## src/rtl/cam_cap_pkg.sv

```systemverilog
package cam_cap_pkg;
  localparam int CAM_BYTE_W = 8;
  localparam int CAM_PIX_W  = 2 * CAM_BYTE_W;

  // Colour: leading byte forms the upper half of the RGB565 word.
  function automatic logic [CAM_PIX_W-1:0] pack_rgb565(
    input logic [CAM_BYTE_W-1:0] lead,
    input logic [CAM_BYTE_W-1:0] trail
  );
    return {lead, trail};
  endfunction

  // Grayscale: leading byte of a YUYV pair is luminance, zero-extended.
  function automatic logic [CAM_PIX_W-1:0] gray_word(
    input logic [CAM_BYTE_W-1:0] luma
  );
    return {{CAM_BYTE_W{1'b0}}, luma};
  endfunction
endpackage

```

## src/rtl/cam_sync_edges.sv

```systemverilog
module cam_sync_edges (
  input  logic pclk,
  input  logic rst_n,
  input  logic vsync,
  input  logic href,
  output logic vsync_fall,
  output logic href_rise
);
  logic vsync_q;
  logic href_q;

  always_ff @(posedge pclk or negedge rst_n) begin
    if (!rst_n) begin
      vsync_q <= 1'b0;
      href_q  <= 1'b0;
    end else begin
      vsync_q <= vsync;
      href_q  <= href;
    end
  end

  assign vsync_fall = vsync_q & ~vsync;
  assign href_rise  = ~href_q & href;

  // A line opening can never be seen on two edges in a row
  assert_rise_single_R3: assert property (@(posedge pclk) disable iff (!rst_n)
    href_rise |=> !href_rise);
endmodule

```

## src/rtl/cam_byte_pair.sv

```systemverilog
module cam_byte_pair
  import cam_cap_pkg::*;
(
  input  logic                  pclk,
  input  logic                  rst_n,
  input  logic                  href,
  input  logic                  href_rise,
  input  logic [CAM_BYTE_W-1:0] din,
  input  logic                  gray_mode,
  output logic                  pair_done,
  output logic [CAM_PIX_W-1:0]  pix_data,
  output logic                  pix_valid
);
  logic                  phase_q;
  logic [CAM_BYTE_W-1:0] lead_q;
  logic                  take_lead;

  // Phase restarts at each line opening
  assign take_lead = href & (href_rise | ~phase_q);
  assign pair_done = href & ~href_rise & phase_q;

  always_ff @(posedge pclk or negedge rst_n) begin
    if (!rst_n) begin
      phase_q   <= 1'b0;
      lead_q    <= '0;
      pix_data  <= '0;
      pix_valid <= 1'b0;
    end else begin
      phase_q   <= take_lead;
      pix_valid <= pair_done;
      if (take_lead) lead_q <= din;
      if (pair_done)
        pix_data <= gray_mode ? gray_word(lead_q) : pack_rgb565(lead_q, din);
    end
  end

  assert_valid_single_R8: assert property (@(posedge pclk) disable iff (!rst_n)
    pix_valid |=> !pix_valid);

  assert_valid_needs_href_R4: assert property (@(posedge pclk) disable iff (!rst_n)
    pix_valid |-> $past(href));

  assert_gray_upper_zero_R7: assert property (@(posedge pclk) disable iff (!rst_n)
    (pix_valid && $past(gray_mode)) |-> (pix_data[CAM_PIX_W-1:CAM_BYTE_W] == '0));
endmodule

```

## src/rtl/cam_position_counter.sv

```systemverilog
module cam_position_counter #(
  parameter int COL_W  = 10,
  parameter int LINE_W = 9
) (
  input  logic              pclk,
  input  logic              rst_n,
  input  logic              vsync_fall,
  input  logic              href_rise,
  input  logic              pair_done,
  output logic [COL_W-1:0]  pix_col,
  output logic [LINE_W-1:0] pix_line,
  output logic              frame_start
);
  logic [COL_W-1:0] col_cnt;
  logic             line_seen;

  always_ff @(posedge pclk or negedge rst_n) begin
    if (!rst_n) begin
      col_cnt     <= '0;
      pix_col     <= '0;
      pix_line    <= '0;
      line_seen   <= 1'b0;
      frame_start <= 1'b0;
    end else if (vsync_fall) begin
      col_cnt     <= '0;
      pix_col     <= '0;
      pix_line    <= '0;
      line_seen   <= 1'b0;
      frame_start <= 1'b1;
    end else begin
      frame_start <= 1'b0;
      if (href_rise) begin
        col_cnt   <= '0;
        line_seen <= 1'b1;
        pix_line  <= line_seen ? pix_line + 1'b1 : '0;
      end else if (pair_done) begin
        pix_col <= col_cnt;
        col_cnt <= col_cnt + 1'b1;
      end
    end
  end

  assert_frame_clears_R2: assert property (@(posedge pclk) disable iff (!rst_n)
    frame_start |-> (pix_col == '0 && pix_line == '0));

  assert_first_col_zero_R9: assert property (@(posedge pclk) disable iff (!rst_n)
    (pair_done && $past(href_rise)) |=> (pix_col == '0));
endmodule

```

## src/rtl/cam_pixel_capture.sv

```systemverilog
module cam_pixel_capture
  import cam_cap_pkg::*;
#(
  parameter int COL_W  = 10,
  parameter int LINE_W = 9
) (
  input  logic                  pclk,
  input  logic                  rst_n,
  input  logic                  vsync,
  input  logic                  href,
  input  logic [CAM_BYTE_W-1:0] din,
  input  logic                  gray_mode,
  output logic [CAM_PIX_W-1:0]  pix_data,
  output logic [COL_W-1:0]      pix_col,
  output logic [LINE_W-1:0]     pix_line,
  output logic                  pix_valid,
  output logic                  frame_start
);
  logic vsync_fall;
  logic href_rise;
  logic pair_done;

  cam_sync_edges u_edges (
    .pclk       (pclk),
    .rst_n      (rst_n),
    .vsync      (vsync),
    .href       (href),
    .vsync_fall (vsync_fall),
    .href_rise  (href_rise)
  );

  cam_byte_pair u_pair (
    .pclk      (pclk),
    .rst_n     (rst_n),
    .href      (href),
    .href_rise (href_rise),
    .din       (din),
    .gray_mode (gray_mode),
    .pair_done (pair_done),
    .pix_data  (pix_data),
    .pix_valid (pix_valid)
  );

  cam_position_counter #(.COL_W(COL_W), .LINE_W(LINE_W)) u_pos (
    .pclk        (pclk),
    .rst_n       (rst_n),
    .vsync_fall  (vsync_fall),
    .href_rise   (href_rise),
    .pair_done   (pair_done),
    .pix_col     (pix_col),
    .pix_line    (pix_line),
    .frame_start (frame_start)
  );

  // Frame start and a pixel strobe come from disjoint input events
  assert_no_valid_at_frame_R2: assert property (@(posedge pclk) disable iff (!rst_n)
    frame_start |-> !pix_valid);
endmodule

```

## config.mk

```make
export PLATFORM = sky130hd
export DESIGN_NAME = cam_pixel_capture
export DESIGN_NICKNAME = d
export VERILOG_FILES = /design/src/rtl/cam_cap_pkg.sv /design/src/rtl/cam_sync_edges.sv /design/src/rtl/cam_byte_pair.sv /design/src/rtl/cam_position_counter.sv /design/src/rtl/cam_pixel_capture.sv
export SDC_FILE = /design/constraint.sdc
export NUM_CORES = 1
export LEC_CHECK = 0
export ABC_AREA = 0
export BUFFER_PORTS_ARGS = -buffer_cell sky130_fd_sc_hd__buf_4
export CAP_MARGIN = 20
export CORE_UTILIZATION = 40
export DETAILED_ROUTE_END_ITERATION = 8
export GPL_TIMING_DRIVEN = 0
export REMOVE_ABC_BUFFERS = 1
export SYNTH_ARGS = -nofsm -noshare
export SYNTH_HDL_FRONTEND = slang
export SYNTH_SLANG_ARGS = --single-unit
```

## constraint.sdc

```tcl
create_clock -name pclk -period 2.1 [get_ports pclk]
set_clock_uncertainty 0.1 [all_clocks]
set_input_delay 0.105 -clock pclk [delete_from_list [all_inputs] [get_ports pclk]]
set_output_delay 0.105 -clock pclk [all_outputs]
set_load 0.01 [all_outputs]
```

==> results of run 1 <==
state kept, by name, indices dropped and copies added, names as in the netlist:
register,cells
u_pair.pix_data,16
u_pos.col_cnt,10
u_pos.pix_col,10
u_pos.pix_line,9
u_pair.lead_q,8
u_edges.href_q,1
u_edges.vsync_q,1
u_pair.phase_q,1
u_pair.pix_valid,1
u_pos.frame_start,1
u_pos.line_seen,1
cell type report:
type | instances | area [um2] | area share
Sequential cell | 59 | 1478 | 0.4438
Timing Repair Buffer | 60 | 478.0 | 0.1436
Clock inverter | 2 | 35.03 | 0.01052
Inverter | 7 | 30.03 | 0.009019
Multi-Input combinational cell | 175 | 1060 | 0.3183
Tap cell | 77 | 96.34 | 0.02894
Clock buffer | 14 | 152.6 | 0.04585
through the flow:
stage	util	instance area [um2]
4_1_cts	0.5241	3328
2_1_floorplan	-	2552
6_report	0.5243	3329
3_5_place_dp	0.4751	3017
3_3_place_gp	0.4751	3017
5_1_grt	0.5243	3329
metal layers:
metal,global-route usage,vias up,share of wire
met3,0.03479,5,0.043
met5,0,-,0
met1,0.2383,981,0.49
met2,0.2452,42,0.45
met4,0.06583,0,0.013
li1,-,1028,-
cells by family after synthesis:
kind of cell,share of synthesized area
adders and majority gates,0.009550
AOI/OAI and AO/OA,0.1127
and+or+nand+nor,0.2025
DFF,0.5635
buffers and inverters,0.03582
muxes,0.07259
xor gates and xnor gates,0.003343
worst max-delay path: stages:
cell           delay (ns)
dlygate4sd3_1        0.54
buf_4                0.17
nand3_4              0.39
clkinvlp_4           0.52
nand2_1              0.20
a21oi_1              0.08
where the power goes:
group	internal [mW]	switching, mW	total (mW)
clock network	0.582	0.422	1.00
logic	0.171	0.180	0.350
registers	1.23	0.0616	1.29
total	1.98	0.664	2.65
timing repair:
item,in CTS,in global routing
cloned,0,0
hold buffers,11,0
resized for setup,3,1
hold endpoints to repair,76,0
endpoints found under the setup margin,28,8
pin swaps,0,1
worst max-delay path by stage:
stage | endpoint | start | slack [ns]
floorplan | u_pos.pix_line[4]$_DFFE_PN0P_ | u_edges.vsync_q$_DFF_PN0_ | 0.26
global placement | u_pos.pix_col[9]$_DFFE_PN0P_ | u_edges.href_q$_DFF_PN0_ | -0.37
detailed placement | u_pos.pix_col[2]$_DFFE_PN0P_ | u_edges.href_q$_DFF_PN0_ | -0.46
CTS | u_pos.pix_col[2]$_DFFE_PN0P_ | u_edges.href_q$_DFF_PN0_ | 0.12
global route | u_pos.pix_col[8]$_DFFE_PN0P_ | u_edges.href_q$_DFF_PN0_ | -0.008
finish | u_pos.pix_col[2]$_DFFE_PN0P_ | href | 0.16
synthesized netlist by cell type (all sizes together), types with 2 or more instances:
master    n
ha        2
nor4      3
and3      2
clkbuf    5
or3       3
buf      10
nand3    14
or4       4
mux2i    10
a21oi    18
nand4     4
inv       7
a31oi     7
or2       2
o31ai     3
nand3b   11
dfrtp    59
mux2      8
o311ai    2
nand2b    4
nand2    54
o211ai    2
o21ai    12
o2111ai   3
==> tab_implementation.tex, run 1 <==
\begin{tabular}{lr}
\hline
Metric & Value \\
\hline
\multicolumn{2}{l}{\textbf{Run status}} \\
\quad Outcome & completed \\
\multicolumn{2}{l}{\textbf{Finish}} \\
\quad Number of antenna diodes & 0 \\
\quad Non-Filler Instances & $\sim$390 \\
\quad Most common cell after layout, fill and taps aside & dfrtp\_1 \\
\quad Commonest cells after routing, fill and taps aside & dfrtp\_1, nand2\_1, buf\_4 \\
\quad Fill cells & 597 \\
\quad Area growth from synthesis to layout & 27.08\% \\
\quad Layout cell share with drive strength beyond 1 & 0.2461 \\
\quad Number of nets in the final layout & roughly 330 \\
\multicolumn{2}{l}{\textbf{Floorplanning}} \\
\quad Starting density of the core & 0.4126 \\
\quad Core Region & 6350 um2 \\
\quad Overall die width & about 83 um \\
\quad Row cnt & 29 \\
\quad Height of the chip & 82.93 um \\
\quad Die Outline Area & 6877 um2 \\
\quad IO Count & 50 \\
\multicolumn{2}{l}{\textbf{Min path}} \\
\quad Hold Startpoint & gray\_mode \\
\quad Path type of the worst min-delay path & input port to flop \\
\quad Sink of the worst hold path & u\_pair.pix\_data[8]\$\_DFFE\_PN0P\_ \\
\quad Hold Path Stages & 3 \\
\multicolumn{2}{l}{\textbf{Place}} \\
\quad Port bufs & between 40 and 50 \\
\quad Final estimated routing congestion in global placement & 0.7817 \\
\quad Inst Count DP & 367 \\
\quad Setup Slack @ Placement & -0.4604 ns \\
\quad HPWL after detailed placement & 3276 um \\
\multicolumn{2}{l}{\textbf{Drt}} \\
\quad Avg WL per Cell & $\sim$14 um \\
\quad Total length of routed wires & between 5000 and 6000 um \\
\quad Drt via density & approximately 5.2 \\
\quad Remaining number of nets flagged by the antenna check after routing & 0 \\
\quad Drt pass-1 iters & 4 \\
\quad Via count & a little over 2000 \\
\quad Number of DRC violations after detailed-routing iteration 0 & slightly below 90 \\
\quad Number of remaining DRC errors & 0 \\
\multicolumn{2}{l}{\textbf{Worst setup path}} \\
\quad Type of the setup path with the least slack & input port to flop \\
\quad Largest fanout on the critical path & 45 \\
\quad R2R depth & 4 \\
\quad R2R Path Start & u\_pair.phase\_q\$\_DFF\_PN0\_ \\
\quad Crit path launch type & input port \\
\quad R2r setup slk & 0.20 ns \\
\quad Required arrival time at the worst endpoint & $\sim$2.2 ns \\
\quad Reg-to-Reg End & u\_pos.pix\_col[2]\$\_DFFE\_PN0P\_ \\
\quad Arrival time at the worst endpoint & slightly above 2 ns \\
\quad Crit path capture type & flop \\
\multicolumn{2}{l}{\textbf{Timing}} \\
\quad Unrepaired setup endpoints after global routing & true \\
\quad Final Hold Vio Count & 0 \\
\quad Hold\_ws & a little over 0.1 ns \\
\quad Maximum clock rate & about 500 MHz \\
\quad Final WS setup & about 0.16 ns \\
\quad Sum Neg Setup Slack & 0 ns \\
\quad Final number of setup-violating endpoints & 0 \\
\quad Portion of the clock cycle consumed by the worst path in the final layout & 0.9253 \\
\quad Relative slew slack & 0.5036 \\
\quad Max-slew violation count & 0 \\
\quad Clock period minus worst slack & between 1.5 and 2 ns \\
\quad Transition at the pin with the smallest max-transition slack & roughly 0.74 ns \\
\multicolumn{2}{l}{\textbf{Synth}} \\
\quad Post-synthesis cell count & approximately 260 \\
\quad Count of flip-flops with a built-in enable after synthesis & 0 \\
\quad Number of synthesis warnings & 0 \\
\quad Top-area cell type share of the netlist area & 0.5635 \\
\quad Async SR Flop Fraction & 1.000 \\
\quad Cell types occupying the most area after synthesis & dfrtp\_1, nand2\_1, mux2i\_1, mux2\_2, a21oi\_1 \\
\quad Post-Syn Area per Cell & between 10 and 15 um2 \\
\quad \#FFs+latches synth & about 60 \\
\quad Register area share after synthesis & 0.5635 \\
\quad Library cell with the largest summed area after synthesis & dfrtp\_1 \\
\quad Number of different library cells in the post-synthesis netlist & 37 \\
\quad Combined area of all synthesized cells & 2620 um2 \\
\quad Dominant register cell in the synthesized netlist & dfrtp\_1 \\
\multicolumn{2}{l}{\textbf{Clocking}} \\
\quad Clock tree from TritonCTS & yes \\
\quad Clock transition at the registers of the reported paths & 0.07 ns \\
\quad Clk buf depth & 2 \\
\quad Number of clock sinks & approximately 60 \\
\quad Number of buffers added by the clock tree synthesis step & 9 \\
\quad Root buffer selected by CTS & clkbuf\_8 \\
\quad Clock insertion delay at the later pin of the skew report & around 0.32 ns \\
\quad CTS H-tree depth & 3 \\
\quad Setup bufs post-CTS & 0 \\
\multicolumn{2}{l}{\textbf{Run}} \\
\quad \# Max-Cap Violations & 0 \\
\multicolumn{2}{l}{\textbf{GRT}} \\
\quad Vias in the first global route & roughly 1800 \\
\quad Total global routing track utilization & 0.1657 \\
\quad Total grt overflow & 0 \\
\quad Initial antenna violation count & 0 \\
\quad First-pass GRT wire length & a little over 9000 um \\
\quad Maximum number of pins on one net before global-route repair & 60 \\
\multicolumn{2}{l}{\textbf{Power}} \\
\quad Final Total Pwr & between 2 and 3 mW \\
\quad Pleak & 1.526 nW \\
\quad Power per cell area & 794.9 nW/um2 \\
\quad Maximum resistive drop on vdd & between 0.5 and 0.6 mV \\
\hline
\end{tabular}
(Power assumes the default switching activity.)
==> inputs of run 2 (changes only) <==
--- a/config.mk
+++ b/config.mk
@@ -11,6 +11,7 @@
 export CORE_UTILIZATION = 40
 export DETAILED_ROUTE_END_ITERATION = 8
 export GPL_TIMING_DRIVEN = 0
+export PLACE_DENSITY_LB_ADDON = 0.1
 export REMOVE_ABC_BUFFERS = 1
 export SYNTH_ARGS = -nofsm -noshare
 export SYNTH_HDL_FRONTEND = slang
==> run 2 against run 1 <==
  * Cell area grew 1.6%
  * Flip-flop and latch count is the same
  * Via count is 1.0% lower
  * Clock power grew 27%
  * Power is 9.9% higher
  * Global-route usage up 0.54 points
==> tab_implementation.tex, run 2 (synthesis gave the netlist of run 1 again) <==
\begin{tabular}{lr}
\hline
Metric & Value \\
\hline
\multicolumn{2}{l}{\textbf{Drt}} \\
\quad Avg WL per Cell & 13.69 um (was 13.61 um) \\
\quad Remaining number of nets flagged by the antenna check after routing & 0 (unchanged) \\
\quad Via count & 2035 (was 2056) \\
\quad Drt pass-1 iters & 4 (unchanged) \\
\quad Number of DRC violations after detailed-routing iteration 0 & 77 (was 87) \\
\quad Number of remaining DRC errors & 0 (unchanged) \\
\quad Drt via density & 5.165 (was 5.218) \\
\quad Total length of routed wires & 5395 um (was 5363 um) \\
\multicolumn{2}{l}{\textbf{Place}} \\
\quad Port bufs & 49 (unchanged) \\
\quad Inst Count DP & 367 (unchanged) \\
\quad Area of placed instances & 3017 um2 (unchanged) \\
\quad HPWL after detailed placement & 3350 um (was 3276 um) \\
\quad Final estimated routing congestion in global placement & 0.7422 (was 0.7817) \\
\quad Setup Slack @ Placement & -0.4256 ns (was -0.4604 ns) \\
\multicolumn{2}{l}{\textbf{Worst setup path}} \\
\quad CP max stage cell & or4\_1 (was dlygate4sd3\_1) \\
\quad R2r setup slk & 0.18 ns (was 0.20 ns) \\
\quad Crit path launch type & flop (was input port) \\
\quad Critical path's largest stage delay & 0.65 ns (was 0.54 ns) \\
\quad CP startpoint & u\_edges.href\_q\$\_DFF\_PN0\_ (was href) \\
\quad Required arrival time at the worst endpoint & 2.26 ns (was 2.20 ns) \\
\quad R2R Path Start & u\_edges.href\_q\$\_DFF\_PN0\_ (was u\_pair.phase\_q\$\_DFF\_PN0\_) \\
\quad Ordered cell list for the critical path & nand3\_4 > or4\_1 > a21oi\_1 (was dlygate4sd3\_1 > buf\_4 > nand3\_4 > clkinvlp\_4 > nand2\_1 > a21oi\_1) \\
\quad Crit path capture type & flop (unchanged) \\
\quad Arrival time at the worst endpoint & 2.07 ns (was 2.04 ns) \\
\quad Type of the setup path with the least slack & flop to flop (was input port to flop) \\
\quad Largest fanout on the critical path & 45 (unchanged) \\
\multicolumn{2}{l}{\textbf{Finish}} \\
\quad Largest registers in the final layout & u\_pair.pix\_data (16), u\_pos.col\_cnt (10), u\_pos.pix\_col (10) (unchanged) \\
\quad Number of nets in the final layout & 327 (unchanged) \\
\quad Non-Filler Instances & 394 (unchanged) \\
\quad Layout cell share with drive strength beyond 1 & 0.2524 (was 0.2461) \\
\quad Post-route cell area & 3382 um2 (was 3329 um2) \\
\quad Most common cell after layout, fill and taps aside & dfrtp\_1 (unchanged) \\
\quad Util after Layout & 0.5326 (was 0.5243) \\
\quad Number of antenna diodes & 0 (unchanged) \\
\quad Commonest cells after routing, fill and taps aside & dfrtp\_1, nand2\_1, buf\_4 (unchanged) \\
\quad Area growth from synthesis to layout & 29.08\% (was 27.08\%) \\
\quad Fill cells & 609 (was 597) \\
\quad Max FFs per register & 16 (unchanged) \\
\quad Largest Register & u\_pair.pix\_data (unchanged) \\
\multicolumn{2}{l}{\textbf{Floorplanning}} \\
\quad Row cnt & 29 (unchanged) \\
\quad IO Count & 50 (unchanged) \\
\quad Starting density of the core & 0.4126 (unchanged) \\
\quad Core Region & 6350 um2 (unchanged) \\
\quad Height of the chip & 82.93 um (unchanged) \\
\quad Overall die width & 82.93 um (unchanged) \\
\quad Die Outline Area & 6877 um2 (unchanged) \\
\multicolumn{2}{l}{\textbf{Power}} \\
\quad Final Total Pwr & 2.907 mW (was 2.647 mW) \\
\quad Switching Fraction & 0.2373 (was 0.2508) \\
\quad Internal power & 2.218 mW (was 1.983 mW) \\
\quad Sequential share of power & 0.444 (was 0.488) \\
\quad Comb pwr share & 0.119 (was 0.132) \\
\quad Power dissipated by switching net loads & 0.6898 mW (was 0.6639 mW) \\
\quad Maximum resistive drop on vdd & 0.4526 mV (was 0.5577 mV) \\
\quad Clock share of power & 0.436 (was 0.379) \\
\quad Power per cell area & 859.7 nW/um2 (was 794.9 nW/um2) \\
\quad Pleak & 1.556 nW (was 1.526 nW) \\
\multicolumn{2}{l}{\textbf{Clocking}} \\
\quad Number of clock sinks & 59 (unchanged) \\
\quad Clock insertion delay at the later pin of the skew report & 0.34 ns (was 0.32 ns) \\
\quad Root buffer selected by CTS & clkbuf\_8 (unchanged) \\
\quad Clock transition at the registers of the reported paths & 0.07 ns (about the same) \\
\quad CTS H-tree depth & 3 (unchanged) \\
\quad Clock tree from TritonCTS & yes (unchanged) \\
\quad Setup bufs post-CTS & 0 (unchanged) \\
\quad Number of buffers added by the clock tree synthesis step & 9 (unchanged) \\
\quad Clk buf depth & 2 (unchanged) \\
\multicolumn{2}{l}{\textbf{Timing}} \\
\quad Final Hold Vio Count & 0 (unchanged) \\
\quad Sum Neg Setup Slack & 0 ns (unchanged) \\
\quad Maximum clock rate & 521.9 MHz (was 514.6 MHz) \\
\quad Max-slew violation count & 0 (unchanged) \\
\quad Relative slew slack & 0.5043 (was 0.5036) \\
\quad Unrepaired setup endpoints after global routing & false (was true) \\
\quad Clock period minus worst slack & 1.916 ns (was 1.943 ns) \\
\quad Final WS setup & 0.1839 ns (was 0.1569 ns) \\
\quad Hold\_ws & 0.07988 ns (was 0.1025 ns) \\
\quad Portion of the clock cycle consumed by the worst path in the final layout & 0.9125 (was 0.9253) \\
\quad Transition at the pin with the smallest max-transition slack & 0.7435 ns (was 0.7445 ns) \\
\quad Final number of setup-violating endpoints & 0 (unchanged) \\
\multicolumn{2}{l}{\textbf{GRT}} \\
\quad Met3 track demand over resource in global routing & 0.03380 (was 0.03479) \\
\quad Total grt overflow & 0 (unchanged) \\
\quad Grt peak-use layer & met2 (unchanged) \\
\quad Total global routing track utilization & 0.1711 (was 0.1657) \\
\quad Met2 track demand over resource in global routing & 0.2526 (was 0.2452) \\
\quad Initial antenna violation count & 0 (unchanged) \\
\quad First-pass GRT wire length & 9356 um (was 9142 um) \\
\quad Maximum number of pins on one net before global-route repair & 60 (unchanged) \\
\quad Vias in the first global route & 1958 (was 1848) \\
\quad Met1 capacity usage during global routing & 0.2368 (was 0.2383) \\
\multicolumn{2}{l}{\textbf{Run}} \\
\quad \# Max-Cap Violations & 0 (unchanged) \\
\multicolumn{2}{l}{\textbf{Min path}} \\
\quad Hold Startpoint & gray\_mode (unchanged) \\
\quad Path type of the worst min-delay path & input port to flop (unchanged) \\
\multicolumn{2}{l}{\textbf{Run status}} \\
\quad Outcome & completed (unchanged) \\
\hline
\end{tabular}
[run 2: final cells by class]
cell class | instances | area, um2 | share of cell area
clock buffer | 11 | 141.4 | 0.04181
clock inverter | 5 | 100.1 | 0.02960
inverter | 7 | 30.03 | 0.008879
multi-input combinational | 175 | 1060 | 0.3134
sequential | 59 | 1476 | 0.4366
tap | 77 | 96.34 | 0.02849
timing repair buffer | 60 | 478.0 | 0.1413
[run 2: final timing paths]
path / endpoint / depth (start not counted)
worst max-delay path: u_pos.col_cnt[5]$_DFFE_PN0P_ / 3
worst min-delay path: u_pair.pix_data[8]$_DFFE_PN0P_ / 3
worst max register to register: u_pos.col_cnt[5]$_DFFE_PN0P_ / 3
worst min register to register: u_pair.pix_data[11]$_DFFE_PN0P_ / 2
max in group asynchronous: u_pos.pix_line[3]$_DFFE_PN0P_ / 2
min in group asynchronous: u_pos.pix_col[5]$_DFFE_PN0P_ / 2
[run 2: metal layers]
metal	vias to the layer above	wire, um
met5	-	0
met4	0	111
met3	9	167
met2	34	2391
met1	966	2724
li1	1026	-
[run 2: power by group through the flow]
stage / registers [mW] / logic (mW) / clock network, mW
floorplan: 1.34 / 0.123 / 0
global placement: 1.31 / 0.332 / 0
detailed placement: 1.31 / 0.338 / 0
CTS: 1.29 / 0.356 / 1.29
global route: 1.31 / 0.386 / 1.36
finish: 1.29 / 0.347 / 1.27
[run 2: worst max-delay path, delay by kind of cell, from the launching register on]
family | cells | cell delay [ns]
AO/OA/AOI/OAI | 1 | 0.15
flip-flops | 1 | 0.49
AND/OR/NAND/NOR | 2 | 1.08
[run 2: repair_timing]
action,CTS,global route
setup endpoints to repair,28,1
gates resized for setup,3,0
endpoints found under the hold margin,77,0
hold buffers,11,0
pin swaps,0,1
==> inputs of run 3 (changes only) <==
==> constraint.sdc (replaced) <==
create_clock -name pclk -period 2.41 [get_ports pclk]
set_clock_uncertainty 0.1 [all_clocks]
set_input_delay 0.1205 -clock pclk [delete_from_list [all_inputs] [get_ports pclk]]
set_output_delay 0.1205 -clock pclk [all_outputs]
set_load 0.01 [all_outputs]
==> run 3 against run 2 <==
  * Setup slack worse by 0.019 ns
  * Critical endpoint is now u_pos.pix_line[4]$_DFFE_PN0P_
  * Clock-buffer cell count stayed put
  * Register-to-register slack better by 0.09 ns
  * Power is 13% lower
  * Utilization hardly changed
  * Global-route usage stayed put
  * Critical path depth is 3 higher
  * Largest cell class unchanged
  * Flip-flop and latch count stayed put
==> tab_implementation.tex, run 3 (synthesis gave the netlist of run 1 again) <==
\begin{tabular}{lr}
\hline
Metric & Value \\
\hline
\multicolumn{2}{l}{\textbf{Power}} \\
\quad Power per cell area & 749.5 nW/um2 (was 859.7 nW/um2) \\
\quad Final Total Pwr & 2.533 mW (was 2.907 mW) \\
\quad Pleak & 1.556 nW (about the same) \\
\quad Maximum resistive drop on vdd & 0.3944 mV (was 0.4526 mV) \\
\multicolumn{2}{l}{\textbf{Worst setup path}} \\
\quad R2R Path Start & u\_edges.vsync\_q\$\_DFF\_PN0\_ (was u\_edges.href\_q\$\_DFF\_PN0\_) \\
\quad R2R depth & 4 (was 3) \\
\quad Type of the setup path with the least slack & input port to flop (was flop to flop) \\
\quad Crit path capture type & flop (unchanged) \\
\quad Crit path launch type & input port (was flop) \\
\quad R2r setup slk & 0.27 ns (was 0.18 ns) \\
\quad Required arrival time at the worst endpoint & 2.57 ns (was 2.26 ns) \\
\quad Reg-to-Reg End & u\_pos.pix\_line[4]\$\_DFFE\_PN0P\_ (was u\_pos.col\_cnt[5]\$\_DFFE\_PN0P\_) \\
\quad Arrival time at the worst endpoint & 2.40 ns (was 2.07 ns) \\
\quad Largest fanout on the critical path & 24 (was 45) \\
\multicolumn{2}{l}{\textbf{Min path}} \\
\quad Sink of the worst hold path & u\_pair.pix\_data[8]\$\_DFFE\_PN0P\_ (unchanged) \\
\quad Path type of the worst min-delay path & input port to flop (unchanged) \\
\quad Hold Startpoint & gray\_mode (unchanged) \\
\quad Hold Path Stages & 3 (unchanged) \\
\multicolumn{2}{l}{\textbf{Clocking}} \\
\quad Number of clock sinks & 59 (unchanged) \\
\quad Clk buf depth & 2 (unchanged) \\
\quad Number of buffers added by the clock tree synthesis step & 9 (unchanged) \\
\quad Root buffer selected by CTS & clkbuf\_8 (unchanged) \\
\quad CTS H-tree depth & 3 (unchanged) \\
\quad Clock transition at the registers of the reported paths & 0.07 ns (about the same) \\
\quad Setup bufs post-CTS & 0 (unchanged) \\
\quad Clock tree from TritonCTS & yes (unchanged) \\
\quad Clock insertion delay at the later pin of the skew report & 0.34 ns (about the same) \\
\multicolumn{2}{l}{\textbf{Floorplanning}} \\
\quad Overall die width & 82.93 um (unchanged) \\
\quad Starting density of the core & 0.4126 (unchanged) \\
\quad Die Outline Area & 6877 um2 (unchanged) \\
\quad Row cnt & 29 (unchanged) \\
\quad IO Count & 50 (unchanged) \\
\quad Height of the chip & 82.93 um (unchanged) \\
\quad Core Region & 6350 um2 (unchanged) \\
\multicolumn{2}{l}{\textbf{Finish}} \\
\quad Number of antenna diodes & 0 (unchanged) \\
\quad Layout cell share with drive strength beyond 1 & 0.2492 (was 0.2524) \\
\quad Number of nets in the final layout & 327 (unchanged) \\
\quad Largest registers in the final layout & u\_pair.pix\_data (16), u\_pos.col\_cnt (10), u\_pos.pix\_col (10) (unchanged) \\
\quad Area growth from synthesis to layout & 28.99\% (was 29.08\%) \\
\quad Commonest cells after routing, fill and taps aside & dfrtp\_1, nand2\_1, buf\_4 (unchanged) \\
\quad Max FFs per register & 16 (unchanged) \\
\quad Post-route cell area & 3379 um2 (was 3382 um2) \\
\quad Non-Filler Instances & 394 (unchanged) \\
\quad Largest Register & u\_pair.pix\_data (unchanged) \\
\quad Most common cell after layout, fill and taps aside & dfrtp\_1 (unchanged) \\
\multicolumn{2}{l}{\textbf{Timing}} \\
\quad Final Hold Vio Count & 0 (unchanged) \\
\quad Maximum clock rate & approximately 450 MHz \\
\quad Clock period minus worst slack & between 2 and 2.5 ns \\
\quad Final WS setup & 0.1648 ns (was 0.1839 ns) \\
\quad Final number of setup-violating endpoints & 0 (unchanged) \\
\quad Relative slew slack & 0.4604 (was 0.5043) \\
\quad Unrepaired setup endpoints after global routing & false (unchanged) \\
\quad Hold\_ws & 0.09515 ns (was 0.07988 ns) \\
\quad Max-slew violation count & 0 (unchanged) \\
\quad Transition at the pin with the smallest max-transition slack & 0.8094 ns (was 0.7435 ns) \\
\quad Portion of the clock cycle consumed by the worst path in the final layout & 0.9316 \\
\multicolumn{2}{l}{\textbf{GRT}} \\
\quad Vias in the first global route & 1958 (unchanged) \\
\quad Total global routing track utilization & 0.1711 (unchanged) \\
\quad Initial antenna violation count & 0 (unchanged) \\
\quad Total grt overflow & 0 (unchanged) \\
\quad Maximum number of pins on one net before global-route repair & 60 (unchanged) \\
\quad First-pass GRT wire length & 9356 um (unchanged) \\
\multicolumn{2}{l}{\textbf{Drt}} \\
\quad Via count & 2036 (was 2035) \\
\quad Number of DRC violations after detailed-routing iteration 0 & 77 (unchanged) \\
\quad Drt via density & 5.168 (was 5.165) \\
\quad Remaining number of nets flagged by the antenna check after routing & 0 (unchanged) \\
\quad Drt pass-1 iters & 4 (unchanged) \\
\quad Total length of routed wires & 5398 um (was 5395 um) \\
\quad Number of remaining DRC errors & 0 (unchanged) \\
\quad Avg WL per Cell & 13.70 um (was 13.69 um) \\
\multicolumn{2}{l}{\textbf{Place}} \\
\quad Final estimated routing congestion in global placement & 0.7422 (unchanged) \\
\quad Port bufs & 49 (unchanged) \\
\quad Setup Slack @ Placement & -0.1156 ns (was -0.4256 ns) \\
\quad Inst Count DP & 367 (unchanged) \\
\quad HPWL after detailed placement & 3350 um (unchanged) \\
\quad Area of placed instances & 3017 um2 (unchanged) \\
\multicolumn{2}{l}{\textbf{Run status}} \\
\quad Outcome & completed (unchanged) \\
\multicolumn{2}{l}{\textbf{Run}} \\
\quad \# Max-Cap Violations & 0 (unchanged) \\
\hline
\end{tabular}
==> run 3: what timing repair did <==
item,CTS,global route
gates resized for setup,1,1
setup endpoints to repair,20,24
hold buffers,11,0
hold endpoints to repair,77,0
==> run 3: power by group <==
part,switching [mW],leakage [nW],total [mW],internal (mW)
combinational,0.154,0.656,0.303,0.148
sequential,0.0541,0.777,1.13,1.07
clock,0.392,0.123,1.10,0.712
==> run 3: worst max-delay path, stage by stage <==
cell and delay (ns):
dlygate4sd3_1 0.52, buf_4 0.10, nand2b_1 0.62, inv_2 0.31, or4_1 0.56, a31oi_1 0.16
==> run 3: area by class of cell <==
class | instances | area [um2]
clock buffers | 11 | 141.4
clock inverters | 5 | 100.1
fillers | 608 | 2970
inverters | 7 | 30.03
multi-input cells | 175 | 1057
flip-flops and latches | 59 | 1476
well taps | 77 | 96.34
repair buffers | 60 | 478.0
==> run 3: worst max path at each step <==
| stage | start | end | slack [ns] | depth (start not counted) |
|---|---|---|---|---|
| after floorplan | u_edges.vsync_q$_DFF_PN0_ | u_pos.pix_line[4]$_DFFE_PN0P_ | 0.57 | 4 |
| after global placement | u_edges.href_q$_DFF_PN0_ | u_pos.pix_col[4]$_DFFE_PN0P_ | -0.05 | 4 |
| after detailed placement | u_edges.href_q$_DFF_PN0_ | u_pos.col_cnt[0]$_DFFE_PN0P_ | -0.12 | 4 |
| after CTS | u_edges.href_q$_DFF_PN0_ | u_pos.col_cnt[0]$_DFFE_PN0P_ | 0.04 | 4 |
| final | vsync | u_pos.pix_line[4]$_DFFE_PN0P_ | 0.16 | 6 |
| after global routing | vsync | u_pos.pix_line[4]$_DFFE_PN0P_ | 0.006 | 6 |
==> run 3: metal layers <==
layer / up-vias / GRT usage / share of wire
met5: - / 0 / 0
met1: 965 / 0.2368 / 0.50
met2: 38 / 0.2526 / 0.44
met3: 9 / 0.03380 / 0.035
met4: 0 / 0.09404 / 0.021
li1: 1024 / - / -
==> run 3: through the flow <==
step,util,setup TNS (ns)
finish,0.5322,0
global route,0.5322,0
CTS,0.5310,0
detailed placement,0.4751,-1.366
global placement,0.4751,-0.5227
floorplan,-,0
